File: src/rtl/nand_erase_seq.sv
module nand_erase_seq #(
  parameter int SETUP_CYC = 2,
  parameter int PULSE_CYC = 3,
  parameter int HOLD_CYC  = 2,
  parameter int MAX_POLLS = 4096
) (
  input  logic        clk,
  input  logic        rst_n,
  input  logic        req_valid,
  output logic        req_ready,
  input  logic [10:0] req_block,
  output logic        done,
  output logic        err_fail,
  output logic        err_wp,
  output logic        err_timeout,
  output logic [7:0]  status,
  output logic        cle,
  output logic        ale,
  output logic        we_n,
  output logic        re_n,
  output logic [7:0]  dq_out,
  output logic        dq_oe,
  input  logic [7:0]  dq_in
);
  localparam int TMAX = (SETUP_CYC > PULSE_CYC) ?
                        ((SETUP_CYC > HOLD_CYC) ? SETUP_CYC : HOLD_CYC) :
                        ((PULSE_CYC > HOLD_CYC) ? PULSE_CYC : HOLD_CYC);
  localparam int TW = $clog2(TMAX + 1);
  localparam int CW = $clog2(MAX_POLLS);

  typedef enum logic [3:0] {S_IDLE, S_C60, S_A1, S_A2, S_CD0, S_C70, S_RD, S_C00, S_FIN} st_t;
  typedef enum logic [1:0] {P_SU, P_PW, P_HD} ph_t;

  st_t         st;
  ph_t         ph;
  logic [TW-1:0] cnt;
  logic [CW-1:0] polls;
  logic [10:0] blk;

  logic cmd_op, wr_op;
  assign cmd_op = st inside {S_C60, S_CD0, S_C70, S_C00};
  assign wr_op  = cmd_op || st inside {S_A1, S_A2};

  assign req_ready = st == S_IDLE;
  assign done      = st == S_FIN;
  assign cle       = cmd_op;
  assign ale       = st inside {S_A1, S_A2};
  assign dq_oe     = wr_op;
  assign we_n      = !(wr_op && ph == P_PW);
  assign re_n      = !(st == S_RD && ph == P_PW);

  always_comb begin
    case (st)
      S_C60:   dq_out = 8'h60;
      S_A1:    dq_out = {blk[2:0], 5'b00000};
      S_A2:    dq_out = blk[10:3];
      S_CD0:   dq_out = 8'hD0;
      S_C70:   dq_out = 8'h70;
      default: dq_out = 8'h00;
    endcase
  end

  always_ff @(posedge clk or negedge rst_n) begin
    if (!rst_n) begin
      st <= S_IDLE;
      ph <= P_SU;
      cnt <= '0;
      polls <= '0;
      blk <= '0;
      status <= '0;
      err_fail <= 1'b0;
      err_wp <= 1'b0;
      err_timeout <= 1'b0;
    end else begin
      case (st)
        S_IDLE: if (req_valid) begin
          blk <= req_block;
          status <= '0;
          err_fail <= 1'b0;
          err_wp <= 1'b0;
          err_timeout <= 1'b0;
          polls <= '0;
          st <= S_C60;
          ph <= P_SU;
          cnt <= TW'(SETUP_CYC - 1);
        end
        S_FIN: st <= S_IDLE;
        default: begin
          if (cnt != '0) cnt <= cnt - 1'b1;
          else begin
            case (ph)
              P_SU: begin
                ph <= P_PW;
                cnt <= TW'(PULSE_CYC - 1);
              end
              P_PW: begin
                ph <= P_HD;
                cnt <= TW'(HOLD_CYC - 1);
                if (st == S_RD) status <= dq_in;
              end
              default: begin
                ph <= P_SU;
                cnt <= TW'(SETUP_CYC - 1);
                case (st)
                  S_C60: st <= S_A1;
                  S_A1:  st <= S_A2;
                  S_A2:  st <= S_CD0;
                  S_CD0: st <= S_C70;
                  S_C70: st <= S_RD;
                  S_C00: st <= S_FIN;
                  default: begin
                    if (!status[7]) begin
                      err_wp <= 1'b1;
                      st <= S_C00;
                    end else if (status[6]) begin
                      err_fail <= status[0];
                      st <= S_C00;
                    end else if (polls == CW'(MAX_POLLS - 1)) begin
                      err_timeout <= 1'b1;
                      st <= S_C00;
                    end else polls <= polls + 1'b1;
                  end
                endcase
              end
            endcase
          end
        end
      endcase
    end
  end


  latch_excl_chk: assert property (@(posedge clk) disable iff (!rst_n) !(cle && ale));

  strobe_excl_chk: assert property (@(posedge clk) disable iff (!rst_n) !(!we_n && !re_n));

  read_bus_free_chk: assert property (@(posedge clk) disable iff (!rst_n) !re_n |-> !dq_oe);

  busy_refuse_chk: assert property (@(posedge clk) disable iff (!rst_n)
    req_valid && req_ready |=> !req_ready);

  done_pulse_chk: assert property (@(posedge clk) disable iff (!rst_n) done |=> !done);

  one_flag_chk: assert property (@(posedge clk) disable iff (!rst_n)
    $onehot0({err_fail, err_wp, err_timeout}));

  flags_hold_chk: assert property (@(posedge clk) disable iff (!rst_n)
    done |=> $stable({err_fail, err_wp, err_timeout, status}));

  ready_beats_limit_chk: assert property (@(posedge clk) disable iff (!rst_n)
    st == S_RD && ph == P_HD && cnt == '0 && status[7] && status[6] |=> !err_timeout);
endmodule

File: config.mk
export PLATFORM = sky130hd
export DESIGN_NAME = nand_erase_seq
export DESIGN_NICKNAME = d
export VERILOG_FILES = /design/src/rtl/nand_erase_seq.sv
export SDC_FILE = /design/constraint.sdc
export NUM_CORES = 1
export LEC_CHECK = 0
export ABC_AREA = 1
export BUFFER_PORTS_ARGS = -buffer_cell sky130_fd_sc_hd__clkbuf_2
export CORE_MARGIN = 1
export CORE_UTILIZATION = 30
export CTS_CLUSTER_SIZE = 28
export DETAILED_ROUTE_END_ITERATION = 10
export GPL_ROUTABILITY_DRIVEN = 0
export SYNTH_ARGS = -nofsm -noshare
export SYNTH_HDL_FRONTEND = slang
export SYNTH_SLANG_ARGS = --single-unit
export TNS_END_PERCENT = 10
File: constraint.sdc
create_clock -name clk -period 3 [get_ports clk]
set_clock_uncertainty 0.1 [all_clocks]
set_input_delay 0.6 -clock clk [delete_from_list [all_inputs] [get_ports clk]]
set_output_delay 0.6 -clock clk [all_outputs]
set_load 0.005 [all_outputs]
# Word level (Yosys, flattened, before mapping)
# Index checks and enable logic that the tools add are counted.
# classes
eq_ne	20
muxes	49
div	0
shift	0
n_mul	0
add_sub_neg	2
magnitude_cmp	0
bitwise_logic	1
n_reduce_logical	26
# ops
op	n
two-way mux 12 bit	7
case mux 8 bit (5 select lines)	1
two-way mux 8 bit	4
two-way mux 4 bit	6
case mux 12 bit (2 select lines)	1
case mux 4 bit (6 select lines)	1
== test 4 x 3 -> 1 bit, second input constant	4
two-way mux 1 bit	16
case mux 8 bit (2 select lines)	1
AND reduction 8 bit	2
nonzero test 2 bit	7
adder 12 x 1 -> 12 bit, second input constant	1
== test 12 bit, second input constant	1
case mux 2 bit (2 select lines)	3
!= test 11 x 4 -> 1 bit, second input constant	1
two-way mux 2 bit	5
!= test 2 bit, second input constant	5
== test 4 x 2 -> 1 bit, second input constant	2
case mux 4 bit (2 select lines)	1
AND reduction 7 bit	1
case mux 1 bit (2 select lines)	3
AND reduction 6 bit	1
OR reduction 6 bit	1
AND reduction 5 bit	1
18 further kinds	22
# totals
ramBits	0
output_inout_bits	26
input_bits	22
regBits	42
mem_count	0
rom_bits	0
latchBits	0

# Logic depth before layout (Yosys ltp)
# Gate-level depths: netlist of run 1.
# depth
word_depth	8
ltp_mapped	10

# Worst setup path after synthesis of run 1
# Ideal clock, no wire load.
# synth_timing
kind	register to output
start	register st[3]
end	output dq_out[7]
arrival_time_ns	1.050
path_slack_ns	1.250
n_path_buf	0
path_stages_with_launch	6
t_required_ns	2.300
cell_sequence	dfrtp_1 > nor2_4 > nand3_1 > inv_1 > nand2_1 > o211ai_1
# synth_between
elab_chain_len	2
elab_cells_between_ends	6
classes_between	5 x eq/ne; 1 x mux
# synth_lines
element	line_no	text
start: declaration	34	st_t st;
start signal: assignment	65	st <= S_IDLE;
start signal: assignment	83	st <= S_C60;
start signal: assignment	87	S_FIN: st <= S_IDLE;
== test 4 x 3 -> 1 bit, or another cell as far along	53	case (st)
case mux 8 bit (5 select lines) *	53	
end: declaration	21	output logic [7:0] dq_out,
# Every way passes the cells marked *; elsewhere a longest branch is shown, timed or not.

# Worst setup path after layout of run 1
# layout_timing
start	register st[0]
end	output req_ready
# layout_between
elab_chain_len	1
# layout_lines
element	line_no	text
logical NOT 4 bit	44	assign req_ready = st == S_IDLE;
end: declaration	10	output logic req_ready,
# No other way between the ends.

==> metrics, run 1 <==
wire length per cell around 11 µm; Highest Clock Rate around 410 MHz; largest net degree at the start of global routing 30; Slew headroom 0.614; setup TNS 0 ps; most frequent cells in the layout 115 x nand2_1, 47 x clkbuf_2, 42 x dfrtp_1, 31 x inv_1, 30 x nand3_1; CTS H-tree lvls 2; #FFs+latches synth 42; layout cells sized above 1 0.239; Crit. End Element primary output; post-synthesis cell type count 28; Max Buffers Root-to-Sink 2; Hold Slack 114 ps; Die Y between 90 and 100 µm; area grow syn2layout 17.0%; vias in the first global route 2001; vias per inst 4.56; outcome complete, no violations; Ports 48; drt first-iter violations between 60 and 70; routed wire length 5270 µm; root buf cell clkbuf_8; Required @ worst endpoint 2300 ps; R2R depth 8; # resized after CTS 0; total grt overflow 0; Core Box Area 7690 µm²; cell family with most CP delay simple AND/OR/NAND/NOR gates; Vias 2142; Synth Cell Area 2380 µm²; dpl cells 462; Crit Path Category reg2out; Starting Density 0.310; All-Layer GR Usage 0.133; Num CTS Buffers 5; Die X 91.1 µm; post-route minimum period 2430 ps; most common cell after layout, fill and taps aside nand2_1; YS warnings 0; Layout Cells excl Fill 470; maximum vdd drop 275 µV; endpoints failing hold 0; drt first pass iters 4; port buffer count 47; Leak 1.43 nW; DP HPWL 3970 µm; CP cell instances nor2_2 > nand2_2 > inv_2 > clkbuf_2; WP data arrival 1730 ps; CP Buf/Inv Count 2; Worst Path Max Fanout 29; crit path from st[0]$_DFFE_PN0P_; global-route wire length before repair 8960 µm; total of max-cap violations 0; dpl ws 859 ps; r2r startpoint st[0]$_DFFE_PN0P_; Post-Syn Nets between 300 and 400; Clk Latency, worst-skew pair around 300 ps; r2r setup slk 880 ps; RSZ-0062 raised after global routing false; Cell Rows 32; CTS Hold Bufs 0; Nets 390; Die ar. 8290 µm²; Mapped Cells 318; share of the yosys chip area belonging to registers 0.442; Post-synth EDFFs 0; worst setup margin 568 ps; Syn Area/Cell 7.48 µm²; worst hold path class in2async; # Post-CTS Setup Buffers 0; Primary FF master, synth dfrtp_1; Setup crit start kind flip-flop; endpoints failing setup 0; final worst path period share 0.811; initial antenna violation count 0; Worst path slowest cell dfrtp_1; WP depth 4; Sinks on Clock Net 42; DRT antenna net count 0; CP max stage delay 450 ps; clk slew on worst S/H paths about 90 ps; worst slew pin tran 577 ps; DR DRC count 0; antenna cells 0; Pwr Density 915 nW/µm²; TritonCTS clock tree built; Max Slew Vio Count 0; Reg-to-Reg End polls[11]$_DFFE_PN0P_; Async SR Flop Fraction 1.00
[cell families after synthesis]
group | Yosys count | share of synthesized area
compound gates | 43 | 0.123
fa+ha+maj | 1 | 0.00526
buf+inv | 41 | 0.0789
flops | 42 | 0.442
simple gates | 191 | 0.352
[synth_stat cells (3+ instances only)]
library cell / number / area, µm²
o21ai_0: 7 / 35.0
nand2_2: 7 / 43.8
a21oi_1: 3 / 15.0
inv_1: 31 / 116
nor2_4: 3 / 33.8
nand2_1: 115 / 432
buf_6: 4 / 45.0
o21ai_2: 13 / 114
nor2_1: 23 / 86.3
nand4_1: 6 / 37.5
nand3_1: 30 / 150
inv_2: 3 / 11.3
o21ai_1: 12 / 60.1
dfrtp_1: 42 / 1050
[per-stage QoR]
| step | util | area (µm²) | power (mW) |
|---|---|---|---|
| after floorplan | - | 2380 | 1.87 |
| after global placement | 0.351 | 2700 | 2.18 |
| after detailed placement | 0.351 | 2700 | 2.20 |
| after CTS | 0.362 | 2780 | 2.58 |
| after global routing | 0.362 | 2780 | 2.80 |
| final | 0.362 | 2780 | 2.55 |
[power breakdown]
group          internal [mW]  total (mW)  switching, mW  leakage (nW)
combinational          0.437        1.28          0.843         0.836
sequential             0.758       0.900          0.142         0.546
clock                  0.164       0.366          0.201        0.0452
total                   1.36        2.55           1.19          1.43
[per-layer routing]
metal	up-vias	track usage	part of all wire	wire length (µm)
met1	979	0.174	0.49	2570
met5	-	0	0	0
li1	1111	-	-	-
met4	0	0.0423	0.013	68
met2	44	0.218	0.45	2400
met3	8	0.0310	0.045	236
[worst max-delay path by stage]
| stage | endpoint | slack, ps |
|---|---|---|
| finish | req_ready | 570 |
| global route | req_ready | 390 |
| CTS | req_ready | 540 |
| detailed placement | polls[6]$_DFFE_PN0P_ | 860 |
| global placement | polls[10]$_DFFE_PN0P_ | 910 |
| floorplan | dq_out[7] | 1250 |
[state kept, by name, summed over array words and instances, names as in the netlist]
register     count
st               4
err_wp           1
status           8
blk             11
ph               2
cnt              2
err_timeout      1
polls           12
err_fail         1
[worst register-to-register path, cell delays in order (launching register included)]
cell and delay, ps:
dfrtp_1 450, nor2_2 230, nand2_2 380, nand2_2 180, nand2_2 70, nor2_4 110, nand3_4 270, nand2_1 170
o21ai_2 60
[area by class of cell]
cell class                 count  area [µm²]
timing repair buffer          49         250
sequential                    42        1050
fill                         832        4900
tap                          102         128
inverter                      34         128
clock buffer                   6        72.6
clock inverter                 2        13.8
multi-input combinational    235        1140
Note: power is estimated with default switching activity, not from simulation.
==> run 2: changes to the inputs <==
- clock period: 3 -> 2.4 ns (I/O delays scaled with it)
==> run 2 against run 1 <==
Worst setup slack lost 410 ps; combinational power grew 27%; highest routed layer unchanged; power grew 35%; flip-flop and latch count is the same; critical path type unchanged.
==> metrics, run 2 (same netlist as run 1, synthesis figures left out) <==
port buffer count 47 (unchanged); worst hold path class in2async; # Post-CTS Setup Buffers 0 (unchanged); met2 Use GR 0.217 (-0.00189); Reg-to-Reg End polls[1]$_DFFE_PN0P_; most frequent cells in the layout 115 x nand2_1, 47 x clkbuf_2, 42 x dfrtp_1, 31 x inv_1, 29 x nand3_1; DRT antenna net count 0 (unchanged); R2R depth 8 (unchanged); Max Slew Vio Count 0 (unchanged); Required @ worst endpoint 1820 ps (-480 ps); antenna cells 0 (unchanged); WP data arrival 1660 ps (-70 ps); Ports 48 (unchanged); Die Y 91.1 µm (unchanged); Vias 2120 (-1.0%); global-route wire length before repair 9160 µm (+2.2%); Sinks on Clock Net 42 (unchanged); total grt overflow 0 (unchanged); Regs by FF count polls: 12 flops, blk: 11 flops, status: 8 flops; Tot Pwr 3.44 mW (+35%); Crit Path Category reg2out; Max Buffers Root-to-Sink 2 (unchanged); clk slew on worst S/H paths 80 ps (about the same); initial antenna violation count 0 (unchanged); r2r setup slk 470 ps (-410 ps); r2r startpoint st[0]$_DFFE_PN0P_; most common cell after layout, fill and taps aside nand2_1; maximum vdd drop 357 µV (+30%); crit path from st[3]$_DFFE_PN0P_; Die ar. 8290 µm² (unchanged); drt first-iter violations 65 (+6.6%); Setup crit start kind flip-flop; met3 Resource Use GR 0.0318 (+0.000838); Hold Slack 17.4 ps (-96.8 ps); All-Layer GR Usage 0.137 (+0.00402); Slew headroom 0.697 (+0.0831); wire length per cell 11.1 µm (-1.3%); CTS H-tree lvls 2 (unchanged); Core Box Area 7690 µm² (unchanged); total of max-cap violations 0 (unchanged); setup TNS 0 ps (unchanged); Nets 391 (+0.26%); Leak 1.46 nW (+2.2%); Pwr Density 1200 nW/µm² (+32%); max reg flops 12 (unchanged); final worst path period share 0.935; Crit. End Element primary output; Setup crit end dq_out[7]; post-layout util 0.371 (+0.00895); endpoints failing hold 0 (unchanged); area grow syn2layout 19.9%; Highest Clock Rate 446 MHz; Num CTS Buffers 5 (unchanged); layout cells sized above 1 0.247 (+0.00748); endpoints failing setup 0 (unchanged); Cell Rows 32 (unchanged); TritonCTS clock tree built; Starting Density 0.310 (unchanged); Biggest register polls; grt peak-use layer met2; Die X 91.1 µm (unchanged); fillers 833 (+0.12%); vias in the first global route 1963 (-1.9%); post-route minimum period roughly 2200 ps; largest net degree at the start of global routing 25 (-17%); root buf cell clkbuf_8; worst slew pin tran 455 ps (-123 ps); DP HPWL 3980 µm (+0.10%); Worst Path Max Fanout 7 (-76%); drt first pass iters 6 (+2); routed wire length 5210 µm (-1.1%); GR Layer Usage met1 0.186 (+0.0126); outcome complete, no violations; Clk Latency, worst-skew pair 290 ps (about the same); vias per inst 4.50 (-1.2%); CTS Hold Bufs 0 (unchanged); DR DRC count 0 (unchanged); RSZ-0062 raised after global routing false
[run 2: repair_timing]
action	CTS	global route
resized for setup	0	1
hold endpoints to repair	0	0
endpoints found under the setup margin	0	2
[run 2: worst min path at each step]
stage	end	start	depth (start not counted)	slack (ps)
after floorplan	blk[0]$_DFFE_PN0P_	rst_n	0	80
after global placement	blk[3]$_DFFE_PN0P_	rst_n	1	350
after detailed placement	blk[3]$_DFFE_PN0P_	rst_n	1	350
after CTS	ph[0]$_DFFE_PN0P_	rst_n	1	20
after global routing	ph[0]$_DFFE_PN0P_	rst_n	1	40
final	blk[3]$_DFFE_PN0P_	rst_n	1	20
[run 2: per-stage QoR]
| stage | cells | setup WS [ps] | cell area, µm² |
|---|---|---|---|
| 2_1_floorplan | 318 | 748 | 2380 |
| 4_1_cts | 471 | 63.6 | 2850 |
| 3_5_place_dp | 463 | 398 | 2710 |
| 6_report | 471 | 156 | 2850 |
| 5_1_grt | 471 | 39.9 | 2850 |
| 3_3_place_gp | 463 | 408 | 2710 |
[run 2: routing by layer]
layer,up-vias,share of wire
li1,1113,-
met1,958,0.50
met2,44,0.44
met3,5,0.046
met4,0,0.011
met5,-,0
[run 2: cell type report]
type | count | area, µm² | share of cell area
flip-flops and latches | 42 | 1050 | 0.368
clock buffers | 6 | 82.6 | 0.0289
well taps | 102 | 128 | 0.0447
repair buffers | 50 | 258 | 0.0904
inverters | 34 | 128 | 0.0447
multi-input cells | 235 | 1150 | 0.402
clock inverters | 2 | 60.1 | 0.0211
[run 2: where the power goes]
part           switching [mW]  internal (mW)  leakage [nW]
clock network           0.248          0.444        0.0714
registers               0.179          0.948         0.546
logic                    1.06          0.560         0.842
total                    1.49           1.95          1.46
[run 2: worst max-delay path, stage by stage, from the launching register on]
cell	delay, ps
dfrtp_1	470
nor2_4	230
nand3_2	180
inv_1	160
nand2_1	70
o211ai_1	110
clkbuf_2	150
